==> src/rtl/pin_event_pkg.sv <==
package pin_event_pkg;

    localparam int ADDR_W = 12;

    localparam logic [ADDR_W-1:0] OFS_SENSE  = 12'h404;
    localparam logic [ADDR_W-1:0] OFS_DUAL   = 12'h408;
    localparam logic [ADDR_W-1:0] OFS_POL    = 12'h40C;
    localparam logic [ADDR_W-1:0] OFS_EN     = 12'h410;
    localparam logic [ADDR_W-1:0] OFS_RAW    = 12'h414;
    localparam logic [ADDR_W-1:0] OFS_MASKED = 12'h418;
    localparam logic [ADDR_W-1:0] OFS_CLEAR  = 12'h41C;

    typedef enum logic [2:0] {
        SEL_SENSE,
        SEL_DUAL,
        SEL_POL,
        SEL_EN,
        SEL_RAW,
        SEL_MASKED,
        SEL_CLEAR,
        SEL_NONE
    } reg_sel_e;

    function automatic reg_sel_e decode_offset(input logic [ADDR_W-1:0] a);
        reg_sel_e s;
        unique case (a)
            OFS_SENSE:  s = SEL_SENSE;
            OFS_DUAL:   s = SEL_DUAL;
            OFS_POL:    s = SEL_POL;
            OFS_EN:     s = SEL_EN;
            OFS_RAW:    s = SEL_RAW;
            OFS_MASKED: s = SEL_MASKED;
            OFS_CLEAR:  s = SEL_CLEAR;
            default:    s = SEL_NONE;
        endcase
        return s;
    endfunction

endpackage

==> src/rtl/pin_event_regs.sv <==
module pin_event_regs
    import pin_event_pkg::*;
#(
    parameter int W = 8
) (
    input  logic              clk,
    input  logic              rst,
    input  logic [ADDR_W-1:0] bus_addr,
    input  logic              bus_we,
    input  logic [W-1:0]      bus_wdata,
    input  logic [W-1:0]      raw_stat,
    output logic [W-1:0]      sense_q,
    output logic [W-1:0]      dual_q,
    output logic [W-1:0]      pol_q,
    output logic [W-1:0]      en_q,
    output logic [W-1:0]      clr_pulse,
    output logic [W-1:0]      bus_rdata
);

    reg_sel_e sel;

    assign sel = decode_offset(bus_addr);

    always_ff @(posedge clk) begin
        if (rst) begin
            sense_q <= '0;
            dual_q  <= '0;
            pol_q   <= '0;
            en_q    <= '0;
        end else if (bus_we) begin
            unique case (sel)
                SEL_SENSE: sense_q <= bus_wdata;
                SEL_DUAL:  dual_q  <= bus_wdata;
                SEL_POL:   pol_q   <= bus_wdata;
                SEL_EN:    en_q    <= bus_wdata;
                default:   ;
            endcase
        end
    end

    assign clr_pulse = (bus_we && sel == SEL_CLEAR) ? bus_wdata : '0;

    always_comb begin
        unique case (sel)
            SEL_SENSE:  bus_rdata = sense_q;
            SEL_DUAL:   bus_rdata = dual_q;
            SEL_POL:    bus_rdata = pol_q;
            SEL_EN:     bus_rdata = en_q;
            SEL_RAW:    bus_rdata = raw_stat;
            SEL_MASKED: bus_rdata = raw_stat & en_q;
            default:    bus_rdata = '0;
        endcase
    end

endmodule

==> src/rtl/pin_event_lane.sv <==
module pin_event_lane (
    input  logic clk,
    input  logic rst,
    input  logic pin,
    input  logic level_mode,
    input  logic both_edges,
    input  logic polarity,
    input  logic clr,
    output logic prev_q,
    output logic raw
);

    logic edge_q;
    logic rise;
    logic fall;
    logic hit;

    assign rise = pin & ~prev_q;
    assign fall = ~pin & prev_q;
    assign hit  = both_edges ? (rise | fall) : (polarity ? rise : fall);

    always_ff @(posedge clk) begin
        if (rst) begin
            prev_q <= 1'b0;
            edge_q <= 1'b0;
        end else begin
            prev_q <= pin;
            if (!level_mode && hit)
                edge_q <= 1'b1;
            else if (clr)
                edge_q <= 1'b0;
        end
    end

    assign raw = level_mode ? (pin == polarity) : edge_q;

endmodule

==> src/rtl/pin_event_unit.sv <==
module pin_event_unit
    import pin_event_pkg::*;
#(
    parameter int W = 8
) (
    input  logic              clk,
    input  logic              rst,
    input  logic [ADDR_W-1:0] bus_addr,
    input  logic              bus_we,
    input  logic [W-1:0]      bus_wdata,
    output logic [W-1:0]      bus_rdata,
    input  logic [W-1:0]      pins_in,
    output logic              irq_out
);

    logic [W-1:0] sense_q;
    logic [W-1:0] dual_q;
    logic [W-1:0] pol_q;
    logic [W-1:0] en_q;
    logic [W-1:0] clr_pulse;
    logic [W-1:0] raw_stat;
    logic [W-1:0] pin_prev;

    pin_event_regs #(.W(W)) u_regs (
        .clk       (clk),
        .rst       (rst),
        .bus_addr  (bus_addr),
        .bus_we    (bus_we),
        .bus_wdata (bus_wdata),
        .raw_stat  (raw_stat),
        .sense_q   (sense_q),
        .dual_q    (dual_q),
        .pol_q     (pol_q),
        .en_q      (en_q),
        .clr_pulse (clr_pulse),
        .bus_rdata (bus_rdata)
    );

    for (genvar i = 0; i < W; i++) begin : g_lane
        pin_event_lane u_lane (
            .clk        (clk),
            .rst        (rst),
            .pin        (pins_in[i]),
            .level_mode (sense_q[i]),
            .both_edges (dual_q[i]),
            .polarity   (pol_q[i]),
            .clr        (clr_pulse[i]),
            .prev_q     (pin_prev[i]),
            .raw        (raw_stat[i])
        );
    end

    assign irq_out = |(raw_stat & en_q);

endmodule

==> config.mk <==
export PLATFORM = sky130hd
export DESIGN_NAME = pin_event_unit
export DESIGN_NICKNAME = d
export VERILOG_FILES = /design/src/rtl/pin_event_pkg.sv /design/src/rtl/pin_event_regs.sv /design/src/rtl/pin_event_lane.sv /design/src/rtl/pin_event_unit.sv
export SDC_FILE = /design/constraint.sdc
export NUM_CORES = 1
export LEC_CHECK = 0
export CAP_MARGIN = 20
export CORE_MARGIN = 5
export CORE_UTILIZATION = 44
export CTS_CLUSTER_SIZE = 40
export DETAILED_ROUTE_END_ITERATION = 10
export GPL_TIMING_DRIVEN = 0
export PLACE_DENSITY = 0.64
export SLEW_MARGIN = 20
export SYNTH_ARGS = -nofsm -noshare
export SYNTH_HDL_FRONTEND = slang
export SYNTH_SLANG_ARGS = --single-unit
==> constraint.sdc <==
create_clock -name clk -period 5.35 [get_ports clk]
set_input_delay 1.07 -clock clk [delete_from_list [all_inputs] [get_ports clk]]
set_output_delay 1.07 -clock clk [all_outputs]
set_load 0.01 [all_outputs]
## After elaboration in Yosys (flattened, before gate mapping)

Cells that the tools add are included.

| word-level totals | value |
|---|---|
| bits in registers | 48 |
| input port bits | 31 |

| operators by class | value |
|---|---|
| equal/unequal tests | 21 |
| mux-type cells | 43 |
| bitwise gates (word level) | 41 |
| reductions and logical operators | 31 |

Operators with widths:

| kind | count |
|---|---|
| $eq A12 B11 Y1 const B | 7 |
| $pmux W8 S6 | 1 |
| $mux W1 | 40 |
| $pmux W3 S7 | 1 |
| $and A1 B1 Y1 | 16 |
| $not A1 Y1 | 16 |
| $reduce_bool A2 Y1 | 8 |
| $eq A3 B3 Y1 const B | 3 |
| $logic_and A1 B1 Y1 | 9 |
| $and A8 B8 Y8 | 1 |
| $eq A1 B1 Y1 | 8 |
| $logic_not A1 Y1 | 8 |
| $mux W8 | 1 |
| $or A1 B1 Y1 | 8 |
| $reduce_and A2 Y1 | 4 |
| $reduce_or A8 Y1 | 1 |
| $eq A3 B2 Y1 const B | 2 |
| $eq A3 B1 Y1 const B | 1 |
| $logic_not A3 Y1 | 1 |

## Longest topological paths before layout

| logic depth | value |
|---|---|
| depth in word-level cells | 7 |
| mapped depth | 6 |

## Modules after synthesis

A second synthesis with hierarchy kept.

| unflattened totals | value |
|---|---|
| cells, all modules | 314 |
| area total of the unflattened synthesis | 2830.2 um2 |

By module, submodules not included:

| module | instances | cells an instance | area each (um2) |
|---|---|---|---|
| pin_event_regs | 1 | 189 | 1742.9 |
| pin_event_lane | 8 | 15 | 131.4 |
| pin_event_unit | 1 | 5 | 36.3 |

## Worst setup path after synthesis

OpenSTA, ideal clock, no wires.

| path | value |
|---|---|
| kind | in2out |
| start point | input port bus_addr[5] |
| end point | output port bus_rdata[6] |
| arrival | 2502 ps |
| required time | 4280 ps |
| slack | 1778 ps |
| stages | 5 |
| cell sequence | or3_1 clkbuf_1 nor4_1 a32oi_1 nand3_1 |

| on the way | value |
|---|---|
| word-level cells in the longest chain between the ends | 4 |
| elaborated cells between the ends (all ways) | 15 |
| classes of those cells | eq/ne: 12; mux: 2; reduce/logical: 1 |

Ends and longest elaborated chain:

| element | line | RTL |
|---|---|---|
| from (decl) | pin_event_unit.sv:8 | `input logic [ADDR_W-1:0] bus_addr,` |
| $eq A12 B11 Y1 | pin_event_pkg.sv:26 | `unique case (a)` |
| $pmux W3 S7 (*) | pin_event_pkg.sv:26 |  |
| $eq A3 B3 Y1 (tied with other cells) | pin_event_regs.sv:44 | `unique case (sel)` |
| $pmux W8 S6 (*) | pin_event_regs.sv:44 |  |
| to (decl) | pin_event_unit.sv:11 | `output logic [W-1:0] bus_rdata,` |

Every way passes the cells marked *; elsewhere a longest branch is shown, timed or not.

## Worst setup path after layout

| path | value |
|---|---|
| start point | input port bus_addr[4] |
| end point | output port bus_rdata[6] |

Same word-level chain as after synthesis.

==> impl_results.md <==
* Fillers at around 620
* Crit Path Class: primary input to output port
* Synth warnings at 0
* Final hold violation count at 0
* Placed cell count at ~450
* Cell count after synthesis at 335
* # resized after CTS at 0
* Drt initial violations at ~220
* CP Max Fanout at 10
* RSZ-0062 raised after global routing: no
* Filler-free cell count of the finished design at 457
* CTS H-tree depth at 2
* Routed WL at a little under 8000 µm
* Chip width at between 90 and 100 µm
* CP Data Arrival Time at roughly 4.0 ns
* Synthesized area per cell at roughly 8.6 µm²
* Max Fclk at between 150 and 200 MHz
* Worst EP required at roughly 4.3 ns
* Clk_skew at 0.002067 ns
* #FFs+latches synth at between 40 and 50
* Pre-CTS WS at between 0.3 and 0.4 ns
* Via count of the first global-routing pass at 2,433
* Max-slew violations at 0
* Initial core utilization at a little under half
* Detail Placement HPWL at approximately 5500 µm
* Slew headroom at a little under two fifths
* Cts hold-fix bufs at 0
* Maximum Capacitance Violations at 0
* Total GRT Usage at roughly a fifth
* Post-CTS Setup Bufs at 0
* Final period util at between 90% and 100%
* Wirelength per Cell at approximately 17 µm
* Top FF cell, synth: dfxtp_1
* First-pass GRT wire length at around 13,000 µm
* CP Launch Type: primary input
* Die Y at a little over 90 µm
* Final Setup Violations at 0
* Die ar. at slightly above 8000 µm²
* Post-DRT Antenna Nets at 0
* P_leak at around 1.4 nW
* Async SR Flop Fraction at 0%
* Worst vdd ir at 0.1298 mV
* Detailed-router iteration count before antenna repair at 5
* Tot Pwr at slightly below 700 µW
* Actual slew at the worst max-slew pin at approximately 0.93 ns
* Crit Reg-Reg Startpoint: g_lane[6].u_lane.prev_q$_SDFF_PP0_
* Share of cells above drive strength 1 at between 3 and 4%
* PortBufs at 37
* Mapped cell area at 2888 µm²
* Std-Cell Rows at 29
* Drt via density at approximately 5.8
* Synth-to-layout area growth at 19.37%
* Clk_lat worst skew at about 0.29 ns
* Via total after detailed routing at 2,651
* Cell Pwr Density at slightly below 200 nW/µm²
* Number of antenna violations at the first check in global routing at 0
* DR DRC count at 0
* Final WS setup at ~0.29 ns
* FF+latch area at ~960 µm²
* CP endpoint kind: output port
* Clock root buffer: clkbuf_8
* Routability cong. at 0.8355
* Number of synthesized flops with an enable pin at 0
* Hold crit path type: flip-flop to flip-flop
* Most frequent cells in the layout: dfxtp_1, nor2_1, mux2i_1, clkdlybuf4s50_1, inv_1
* Largest net degree at the start of global routing at 15
* Post-synthesis sequential area ratio at between 30% and 40%
* Grt ovf at 0
* Setup tns final at 0 ns
* Max Buffers Root-to-Sink at 2
* Core area at approximately 6300 µm²
* Nets at approximately 430
* Multi-input logic area at between 1500 and 2000 µm²
* Critical path origin: bus_addr[4]
* CTS tree: built
* Outcome: finished clean
* Syn nets at approximately 380
* CTS buffer count at 5
* Synth unique cells at 46
* Io pins at 40
* # diodes at 0
* Most common cell after layout, fill and taps aside: dfxtp_1
* Clock sinks at 48
* Startpoint of the worst hold path: g_lane[6].u_lane.edge_q$_SDFFE_PP0P_
* Min Tclk post-route at roughly 5.1 ns
* Clock Pin Slew Worst Setup and Hold Paths at about 0.090 ns
## synthesized netlist by cell type (5+ instances only)
cell	number	area share, %
nor2b_1	9	1.9
inv_1	29	3.8
dfxtp_1	48	33
o21ai_0	7	1.2
nor2_1	46	6.0
a21oi_1	16	2.8
o21ai_1	8	1.4
a211oi_1	7	1.8
nand2_1	12	1.6
a211o_1	7	2.1
nand3_1	7	1.2
nand4_1	7	1.5
clkbuf_1	12	1.6
ha_1	16	6.9
xor2_1	5	1.5
mux2i_1	44	15
## cells by family (layout without fill, tap and decap cells)
kind of cell	count (synthesis)	after routing	share of synthesized area (%)
AOI/OAI and AO/OA	69	69	16.34
adders and majority gates	16	16	6.932
DFF	48	48	33.28
buffers and inverters	43	88	5.632
and+or+nand+nor	106	106	19.76
muxes	45	45	15.64
xor gates and xnor gates	8	8	2.426
## metrics by stage
stage / util, % / hold slack (ns) / area (µm²)
after detailed placement: 52.83 / 0.4874 / 3354
after global routing: 54.29 / 0.5347 / 3447
after CTS: 54.29 / 0.5022 / 3447
after global placement: 52.83 / 0.4746 / 3354
after floorplan: - / 0.4598 / 2888
final: 54.29 / 0.5017 / 3447
## registers in the layout (all words and copies together) (netlist names)
name	cells
g_lane.u_lane.edge_q	8
u_regs.en_q	8
u_regs.pol_q	8
g_lane.u_lane.prev_q	8
u_regs.dual_q	8
u_regs.sense_q	8
## worst max-delay path: stages
cell and delay (ns):
clkdlybuf4s50_1 0.55, clkbuf_1 0.39, inv_1 0.24, nor4_1 0.83
a32oi_1 0.21, nand3_1 0.16, clkdlybuf4s50_1 0.55
## report_power, final
part           internal [mW]  switching (mW)  leakage, nW
registers              0.363         0.00426        0.390
clock network          0.104           0.124       0.0510
logic                 0.0400          0.0486        0.934
total                  0.507           0.177         1.37
## layout make-up
type / count / area share [%]
clock buffer: 6 / 2.396
buffer: 14 / 1.561
sequential: 48 / 27.88
timing repair buffer: 37 / 10.74
inverter: 29 / 3.158
multi-input combinational: 244 / 51.18
tap: 77 / 2.795
clock inverter: 2 / 0.2904
## worst paths after layout
kind	cells after the start	slack, ns	endpoint
max	7	0.29	bus_rdata[6]
min	2	0.50	g_lane[6].u_lane.edge_q$_SDFFE_PP0P_
min reg2reg	2	0.50	g_lane[6].u_lane.edge_q$_SDFFE_PP0P_
max reg2reg	5	4.15	g_lane[6].u_lane.edge_q$_SDFFE_PP0P_
## layer usage
metal  wire (µm)  vias up  track usage (%)
met5           0        -                0
met4          94        0            4.279
met3         493        7            2.975
met2        3639       79            29.75
met1        3726     1264            27.16
li1            -     1301                -
No activity file was read; power rests on OpenSTA's default activity.
